<file path="src/rtl/pin_io_pkg.sv">
package pin_io_pkg;

   typedef enum logic [1:0] {
      TRIG_OFF   = 2'd0,
      TRIG_LEVEL = 2'd1,
      TRIG_EDGE  = 2'd2,
      TRIG_BOTH  = 2'd3
   } trig_e;

   // Packed MSB first: [6] irq enable, [5] debounce, [4] polarity,
   // [3:2] trigger type, [1] output direction, [0] pin enable
   typedef struct packed {
      logic  irq_en;
      logic  dbnc_en;
      logic  pol;
      trig_e trig;
      logic  dir_out;
      logic  en;
   } pin_cfg_t;

   localparam int unsigned CFG_W    = $bits(pin_cfg_t);

   localparam int unsigned OFF_CFG  = 'h00;
   localparam int unsigned OFF_DBNC = 'h04;
   localparam int unsigned OFF_IN   = 'h08;
   localparam int unsigned OFF_FLT  = 'h0C;
   localparam int unsigned OFF_DRV  = 'h10;
   localparam int unsigned OFF_CLR  = 'h14;

endpackage

</file>
<file path="src/rtl/pin_io_regs.sv">
module pin_io_regs
   import pin_io_pkg::*;
#(
   parameter int DATA_W   = 32,
   parameter int ADDR_W   = 5,
   parameter int THRESH_W = 8
) (
   input  logic                clk,
   input  logic                rst_n,
   input  logic                wr_en,
   input  logic [ADDR_W-1:0]   addr,
   input  logic [DATA_W-1:0]   wdata,
   output logic [DATA_W-1:0]   rdata,
   input  logic                filt_level,
   output pin_cfg_t            cfg_q,
   output logic [THRESH_W-1:0] thresh_q,
   output logic                float_q,
   output logic                drive_q,
   output logic                clr_pulse
);

   localparam logic [ADDR_W-1:0] A_CFG  = ADDR_W'(OFF_CFG);
   localparam logic [ADDR_W-1:0] A_DBNC = ADDR_W'(OFF_DBNC);
   localparam logic [ADDR_W-1:0] A_IN   = ADDR_W'(OFF_IN);
   localparam logic [ADDR_W-1:0] A_FLT  = ADDR_W'(OFF_FLT);
   localparam logic [ADDR_W-1:0] A_DRV  = ADDR_W'(OFF_DRV);
   localparam logic [ADDR_W-1:0] A_CLR  = ADDR_W'(OFF_CLR);

   if (ADDR_W < 5) begin : g_addr_chk
      $error("pin_io_regs: ADDR_W must reach offset 0x14");
   end
   if (THRESH_W > DATA_W || CFG_W > DATA_W) begin : g_width_chk
      $error("pin_io_regs: fields wider than the data bus");
   end

   always_ff @(posedge clk or negedge rst_n) begin
      if (!rst_n) begin
         cfg_q    <= '0;
         thresh_q <= '0;
         float_q  <= 1'b1;
         drive_q  <= 1'b0;
      end else if (wr_en) begin
         unique case (addr)
            A_CFG:   cfg_q    <= pin_cfg_t'(wdata[CFG_W-1:0]);
            A_DBNC:  thresh_q <= wdata[THRESH_W-1:0];
            A_FLT:   float_q  <= wdata[0];
            A_DRV:   drive_q  <= wdata[0];
            default: ;
         endcase
      end
   end

   assign clr_pulse = wr_en && (addr == A_CLR) && wdata[0];

   always_comb begin
      rdata = '0;
      unique case (addr)
         A_CFG:   rdata[CFG_W-1:0]    = cfg_q;
         A_DBNC:  rdata[THRESH_W-1:0] = thresh_q;
         A_IN:    rdata[0]            = filt_level;
         A_FLT:   rdata[0]            = float_q;
         A_DRV:   rdata[0]            = drive_q;
         default: rdata               = '0;
      endcase
   end

endmodule

</file>
<file path="src/rtl/pin_io_sync.sv">
module pin_io_sync #(
   parameter int STAGES = 2
) (
   input  logic clk,
   input  logic rst_n,
   input  logic d,
   output logic q
);

   if (STAGES < 2) begin : g_stage_chk
      $error("pin_io_sync: at least two stages required");
   end

   logic [STAGES-1:0] chain;

   for (genvar i = 0; i < STAGES; i++) begin : g_stage
      always_ff @(posedge clk or negedge rst_n) begin
         if (!rst_n) chain[i] <= 1'b0;
         else        chain[i] <= (i == 0) ? d : chain[(i == 0) ? 0 : i-1];
      end
   end

   assign q = chain[STAGES-1];

endmodule

</file>
<file path="src/rtl/pin_io_debounce.sv">
module pin_io_debounce #(
   parameter int THRESH_W   = 8,
   parameter bit HAS_FILTER = 1'b1
) (
   input  logic                clk,
   input  logic                rst_n,
   input  logic                active,
   input  logic                tick,
   input  logic [THRESH_W-1:0] thresh,
   input  logic                din,
   output logic                dout
);

   if (THRESH_W < 1) begin : g_w_chk
      $error("pin_io_debounce: THRESH_W must be positive");
   end

   if (HAS_FILTER) begin : g_filter
      logic [THRESH_W-1:0] cnt;

      always_ff @(posedge clk or negedge rst_n) begin
         if (!rst_n) begin
            dout <= 1'b0;
            cnt  <= '0;
         end else if (!active || din == dout) begin
            dout <= din;
            cnt  <= '0;
         end else if (tick) begin
            if (cnt + 1'b1 == thresh) begin
               dout <= din;
               cnt  <= '0;
            end else begin
               cnt  <= cnt + 1'b1;
            end
         end
      end
   end else begin : g_bypass
      logic unused_ok;
      assign unused_ok = active ^ tick ^ (^thresh);

      always_ff @(posedge clk or negedge rst_n) begin
         if (!rst_n) dout <= 1'b0;
         else        dout <= din;
      end
   end

endmodule

</file>
<file path="src/rtl/pin_io_irq.sv">
module pin_io_irq
   import pin_io_pkg::*;
(
   input  logic  clk,
   input  logic  rst_n,
   input  logic  en,
   input  trig_e trig,
   input  logic  pol,
   input  logic  level,
   input  logic  clr,
   output logic  pend
);

   logic prev;
   logic rise, fall, evt;

   assign rise = level & ~prev;
   assign fall = ~level & prev;

   always_comb begin
      unique case (trig)
         TRIG_OFF:   evt = 1'b0;
         TRIG_LEVEL: evt = (level == pol);
         TRIG_EDGE:  evt = pol ? rise : fall;
         TRIG_BOTH:  evt = rise | fall;
         default:    evt = 1'b0;
      endcase
   end

   always_ff @(posedge clk or negedge rst_n) begin
      if (!rst_n) begin
         prev <= 1'b0;
         pend <= 1'b0;
      end else begin
         prev <= level;
         pend <= (pend & ~clr) | (en & evt);
      end
   end

endmodule

</file>
<file path="src/rtl/pin_io_cell.sv">
module pin_io_cell
   import pin_io_pkg::*;
#(
   parameter int DATA_W      = 32,
   parameter int ADDR_W      = 5,
   parameter int THRESH_W    = 8,
   parameter int SYNC_STAGES = 2,
   parameter bit HAS_DEBOUNCE = 1'b1
) (
   input  logic              clk,
   input  logic              rst_n,
   input  logic              reg_wr_en,
   input  logic [ADDR_W-1:0] reg_addr,
   input  logic [DATA_W-1:0] reg_wdata,
   output logic [DATA_W-1:0] reg_rdata,
   input  logic              pad_in,
   output logic              pad_out,
   output logic              pad_oe,
   input  logic              tick_1ms,
   output logic              irq_out
);

   pin_cfg_t            cfg_q;
   logic [THRESH_W-1:0] thresh_q;
   logic                float_q;
   logic                drive_q;
   logic                clr_pulse;
   logic                sync_lvl;
   logic                filt_lvl;
   logic                dbnc_on;
   logic                pend_q;

   pin_io_regs #(
      .DATA_W  (DATA_W),
      .ADDR_W  (ADDR_W),
      .THRESH_W(THRESH_W)
   ) regs_i (
      .clk       (clk),
      .rst_n     (rst_n),
      .wr_en     (reg_wr_en),
      .addr      (reg_addr),
      .wdata     (reg_wdata),
      .rdata     (reg_rdata),
      .filt_level(filt_lvl),
      .cfg_q     (cfg_q),
      .thresh_q  (thresh_q),
      .float_q   (float_q),
      .drive_q   (drive_q),
      .clr_pulse (clr_pulse)
   );

   pin_io_sync #(.STAGES(SYNC_STAGES)) sync_i (
      .clk  (clk),
      .rst_n(rst_n),
      .d    (pad_in),
      .q    (sync_lvl)
   );

   assign dbnc_on = HAS_DEBOUNCE && cfg_q.dbnc_en && (thresh_q != '0);

   pin_io_debounce #(
      .THRESH_W  (THRESH_W),
      .HAS_FILTER(HAS_DEBOUNCE)
   ) dbnc_i (
      .clk   (clk),
      .rst_n (rst_n),
      .active(dbnc_on),
      .tick  (tick_1ms),
      .thresh(thresh_q),
      .din   (sync_lvl),
      .dout  (filt_lvl)
   );

   pin_io_irq irq_i (
      .clk  (clk),
      .rst_n(rst_n),
      .en   (cfg_q.en),
      .trig (cfg_q.trig),
      .pol  (cfg_q.pol),
      .level(filt_lvl),
      .clr  (clr_pulse),
      .pend (pend_q)
   );

   assign pad_out = drive_q;
   assign pad_oe  = cfg_q.en & cfg_q.dir_out & ~float_q;
   assign irq_out = pend_q & cfg_q.irq_en;

endmodule

</file>
<file path="config.mk">
export PLATFORM = sky130hd
export DESIGN_NAME = pin_io_cell
export DESIGN_NICKNAME = d
export VERILOG_FILES = /design/src/rtl/pin_io_pkg.sv /design/src/rtl/pin_io_regs.sv /design/src/rtl/pin_io_sync.sv /design/src/rtl/pin_io_debounce.sv /design/src/rtl/pin_io_irq.sv /design/src/rtl/pin_io_cell.sv
export SDC_FILE = /design/constraint.sdc
export NUM_CORES = 1
export LEC_CHECK = 0
export BUFFER_PORTS_ARGS = -buffer_cell sky130_fd_sc_hd__buf_2
export CAP_MARGIN = 0
export CORE_MARGIN = 1.5
export CORE_UTILIZATION = 40
export DETAILED_ROUTE_END_ITERATION = 16
export HOLD_SLACK_MARGIN = 0.1
export PLACE_DENSITY = 0.68
export REMOVE_ABC_BUFFERS = 1
export SETUP_SLACK_MARGIN = 0.5
export SLEW_MARGIN = 20
export SYNTH_ARGS = -nofsm -noshare
export SYNTH_HDL_FRONTEND = slang
export SYNTH_SLANG_ARGS = --single-unit
</file>
<file path="constraint.sdc">
create_clock -name clk -period 2.7 [get_ports clk]
set_input_delay 0.27 -clock clk [delete_from_list [all_inputs] [get_ports clk]]
set_output_delay 0.27 -clock clk [all_outputs]
set_load 0.01 [all_outputs]
</file>
Word level (Yosys, flattened, before mapping) --
Cells that the tools add are included.
Word-level totals: bits in registers 30
Operators by class: mux-type cells 11, reductions and logical operators 15, add/subtract/negate cells 1, eq/ne operators 11, bitwise logic cells 13
Operators with widths (count):
- 8-bit 2-to-1 mux | 3
- 6-bit case mux with 2 select lines | 1
- 5-bit by 4-bit == test with 1-bit output (second input constant) | 2
- 5-bit == test (second input constant) | 2
- 2-bit AND reduction | 5
- 8-bit by 1-bit adder with 8-bit output (second input constant) | 1
- 8-bit == test | 1
- 8-bit nonzero test | 1
- 1-bit AND | 7
- 5-bit by 3-bit == test with 1-bit output (second input constant) | 1
- 5-bit zero test | 1
- 1-bit 2-to-1 mux | 5
- 1-bit case mux with 5 select lines | 1
- 2-bit == test (second input constant) | 2
- 1-bit inverter | 4
- 1-bit case mux with 4 select lines | 1
- 2-bit nonzero test | 2
- 1-bit logical AND | 3
- 1-bit == test | 2
- 2-bit by 1-bit == test with 1-bit output (second input constant) | 1
- 2-bit zero test | 1
- 1-bit bitwise OR | 2
- 1-bit zero test | 1
- 1-bit logical OR | 1

Depth between registers and ports, before layout --
depth after elaboration 6, mapped depth 8, depth with buffers taken out 7

By module --
From an unflattened synthesis, not the netlist that was laid out.
Unflattened totals: cell total of the unflattened synthesis 188, area total of the unflattened synthesis 1941.9 um^2
By module, submodules not included:
- pin_io_regs | area an instance 1013.5 um^2, sequential area each 426.7 um^2, cells an instance 86, times used 1
- pin_io_debounce | area an instance 700.7 um^2, sequential area each 225.2 um^2, cells an instance 81, times used 1
- pin_io_irq | area an instance 143.9 um^2, sequential area each 50.0 um^2, cells an instance 13, times used 1
- pin_io_sync | area an instance 50.0 um^2, sequential area each 50.0 um^2, cells an instance 2, times used 1
- pin_io_cell | area an instance 33.8 um^2, sequential area each 0.0 um^2, cells an instance 6, times used 1

Least setup slack after synthesis --
OpenSTA, ideal clock, no wires.
kind reg2reg, start register dbnc_i.g_filter.cnt[1], end register dbnc_i.dout, period minus slack after synthesis 2.259 ns, path buffers 1, setup slack 0.441 ns, data arrival time 2.134 ns, cell stages (with the launch flop) 9, cells stage by stage dfrtp_1 > ha_1 > and3_1 > buf_6 > nand2_1 > a2bb2oi_1 > or4_4 > o21bai_4 > mux2_4
On the way: cells in the longest elaborated chain, start to end 4
Ends and longest elaborated chain:
- from (decl) | line pin_io_debounce.sv:19 | logic [THRESH_W-1:0] cnt;
- from (signal assigned) | line pin_io_debounce.sv:33 | cnt <= cnt + 1'b1;
- 8-bit by 1-bit adder with 8-bit output | line pin_io_debounce.sv:29 | if (cnt + 1'b1 == thresh) begin
- 8-bit == test | line pin_io_debounce.sv:29
- 2-bit nonzero test (no source line)
- 2-bit AND reduction (no source line)
- to (signal assigned) | line pin_io_debounce.sv:26 | dout <= din;
- to (signal assigned) | line pin_io_debounce.sv:30 | dout <= din;
- to (decl) | line pin_io_debounce.sv:11 | output logic dout
No other way between the ends. A chain may end at the register's enable or synchronous reset.

Worst setup path after layout --
start register dbnc_i.g_filter.cnt[0], end register dbnc_i.dout
The elaborated chain is that of the path after synthesis.

==> results.cfg <==
[outcome]
outcome = complete, no violations

[synthesis]
synth-edff-count = 0
synth_ff_type = dfrtp_1
synth.most_common_cell = dfrtp_1
syn_area_per_cell_um2 = 10.0
synthArstFlopShare_pct = 100
synthCells = 194
yosys.cell_types.count = 43
syn_area_mm2 = 0.00194
yosys.area.top_type = dfrtp_1
ys_seq_area_share_pct = 38.7
yosysWarnings = 0
ys_ff_latch = 30
synthTopCellsByArea = dfrtp_1 (37%), mux2_2 (10%), buf_4 (9.7%), xnor2_1 (3.6%), a22o_1 (3.2%)
synth_common_cells = dfrtp_1 (29), buf_4 (25), mux2_2 (18)
yosysTopAreaCellShare_pct = 37.4

[sta]
fmax_ghz = 0.450
hold_ws_ps = 219
hold_viol = 0
worstMarginPinSlew_ps = 674
tns_ps = 0
clock_skew_ps = 9.74
min_period_over_period_pct = 82.3
rsz0062_at_grt = true
maxSlewViolCount = 0
setup_viol = 0
relSlewSlack_pct = 55.1
min_period_ps = 2220

[worst_setup_path]
critPathCaptureType = register
crit_buf_inv = 0
r2r_end = dbnc_i.dout
cp.depth = 7
crit_required_ps = 2860
reg2regPathDepth = 7
cpPeakStageDelay_ps = 450
path_class = reg -> reg
r2r_start = dbnc_i.g_filter.cnt[0]
startpoint_type = register
cp.arrival_ps = 2390
cp_slowest_cell = or4_4
worst-path-max-fanout = 2
crit_path_cell_trace = ha_4 -> xor2_1 -> a311oi_1 -> o211ai_1 -> or4_4 -> o21bai_4 -> mux2_4
r2r_slack_ps = 480
critPathTopFamily = compound AO/OA/AOI/OAI gates

[route]
drt_iter0_drc = 60
drc = 0
num_vias = 1473
ant_nets = 0
drtPass1Iterations = 5
via_per_inst = 5.22
wl_per_cell_um = 14.0
wirelength_um = 3950

[clock_tree]
cts_root_buf = clkbuf_8
cts_tree = built
numCtsBuffers = 5
clk_pin_slew_worst_paths_ps = 60
h-tree-depth = 2
clock_latency_ps = 290
cts_buffer_depth = 2
clock-sinks = 30

[global_routing]
grt_pass1_vias = 1410
grt_max_degree = 31
grt_usage_pct = 16.4
grt.overflow.total = 0
grt_antenna_before_repair = 0
grt_pass1_wl_um = 6570

[power]
swShare_pct = 30.9
vdd_ir_drop_max_mv = 0.468
share_seq_of_total_power_pct = 49.1
p_switching_mw = 0.372
combPwrFrac_pct = 21.6
internal-power_mw = 0.833
pwr-share-clk_pct = 29.3
p_per_area_mw_per_mm2 = 557
p_leak_nw = 0.999

[die]
fp.dieH_um = 72.7
die_width_um = 72.7
core_area_mm2 = 0.00469
die_area_mm2 = 0.00528
fp-row-count = 25
start_util_pct = 41.4
ios = 77

[finish]
nNetsFinal = 272
area_growth_pct = 11.3
fillers = 462
design_area_mm2 = 0.00216
seq_area_um2 = 753
multi_input_area_mm2 = 0.00105
drive_above_1_share_pct = 30.3
diodes = 0

[place]
portBuffers = 28
place_area_mm2 = 0.00203
hpwl_um = 2850
place_congestion = 0.840

[worst_hold_path]
hp-class = in -> reg
min_path_cells = 2
hp-start = reg_wdata[7]
hold_end = regs_i.thresh_q[7]

[flow_run]
cap_violations = 0
-- per-layer routing --
layer / wire length [µm] / share of wire [%] / track usage (%)
met1: 1790 / 45 / 21.1
met4: 27 / 0.68 / 5.24
met2: 1960 / 50 / 26.3
met3: 173 / 4.4 / 5.39
met5: 0 / 0 / 0
-- timing repair --
item                       in CTS  in global routing
pin swaps                       2                  1
hold endpoints to repair       30                  0
resized for setup               3                  1
hold buffers                    2                  0
buffers inserted                1                  1
setup endpoints to repair       8                  7
-- how the worst max path moves through the flow --
stage	from	endpoint	slack, ps
2_1_floorplan	dbnc_i.g_filter.cnt[0]	dbnc_i.dout	390
3_3_place_gp	dbnc_i.g_filter.cnt[1]	dbnc_i.dout	320
3_5_place_dp	dbnc_i.g_filter.cnt[1]	dbnc_i.dout	320
4_1_cts	dbnc_i.g_filter.cnt[0]	dbnc_i.dout	430
5_1_grt	dbnc_i.g_filter.cnt[0]	dbnc_i.dout	390
6_report	dbnc_i.g_filter.cnt[0]	dbnc_i.dout	480
-- worst register-to-register path: cells and delay by family (launching register included) --
| kind | cells | cell delay, ps |
|---|---|---|
| AOI/OAI and AO/OA | 3 | 510 |
| and+or+nand+nor | 1 | 450 |
| DFF | 1 | 420 |
| muxes | 1 | 310 |
| adders and majority gates | 1 | 260 |
| xor gates and xnor gates | 1 | 150 |
-- flip-flops by register name, indices dropped and copies added (netlist names) --
name / cells
irq_i.prev: 1
dbnc_i.dout: 1
sync_i.q: 1
irq_i.pend: 1
sync_i.chain: 1
regs_i.float_q: 1
regs_i.thresh_q: 8
dbnc_i.g_filter.cnt: 8
regs_i.cfg_q: 7
regs_i.drive_q: 1
-- power by group through the flow --
stage                     sequential, mW  combinational, mW  clock (mW)
after global routing               0.606              0.290       0.383
final                              0.592              0.260       0.353
after global placement             0.598              0.246           0
after detailed placement           0.600              0.253           0
after CTS                          0.593              0.258       0.358
after floorplan                    0.579              0.180           0
-- cell usage in the layout, fill, tap and decap left out, types with 3 or more instances in the layout --
| cell | synthesis | final |
|---|---|---|
| buf_4 | 25 | 4 |
| a21oi_1 | 5 | 5 |
| buf_2 | 3 | 28 |
| nor2_1 | 13 | 13 |
| o211ai_1 | 3 | 3 |
| clkbuf_8 | 0 | 5 |
| nand3_1 | 6 | 6 |
| nor2b_1 | 6 | 6 |
| dfrtp_1 | 29 | 28 |
| inv_1 | 3 | 3 |
| conb_1 | 1 | 24 |
| nand4_1 | 8 | 8 |
| nor3_1 | 3 | 3 |
| xor2_1 | 6 | 6 |
| a22o_1 | 7 | 7 |
| xnor2_1 | 8 | 8 |
| mux2_2 | 18 | 18 |
| nand2_1 | 13 | 13 |
-- per-stage QoR --
step	cells	power, mW	utilization [%]	worst slack (ps)
6_report	282	1.20	46.1	477
5_1_grt	282	1.28	46.1	389
4_1_cts	281	1.21	45.8	427
3_5_place_dp	270	0.853	43.2	318
3_3_place_gp	270	0.844	43.2	317
2_1_floorplan	185	0.759	-	389
-- area by class of cell --
| cell class | instances | share of cell area [%] |
|---|---|---|
| clock buffer | 6 | 3.36 |
| timing repair buffer | 35 | 9.32 |
| multi-input combinational | 152 | 48.4 |
| tap | 54 | 3.13 |
| clock inverter | 2 | 0.463 |
| sequential | 30 | 34.8 |
| inverter | 3 | 0.521 |
-- cells by family (layout without fill, tap and decap cells) --
family | count (synthesis) | count (layout) | synth area share, %
buf+inv | 35 | 46 | 12.6
simple gates | 65 | 65 | 18.2
compound gates | 26 | 26 | 10.1
xor+xnor | 15 | 15 | 7.15
other cells | 1 | 24 | 0.193
flops | 30 | 30 | 38.7
fa+ha+maj | 3 | 3 | 1.93
mux | 19 | 19 | 11.2
(Power assumes the default switching activity.)
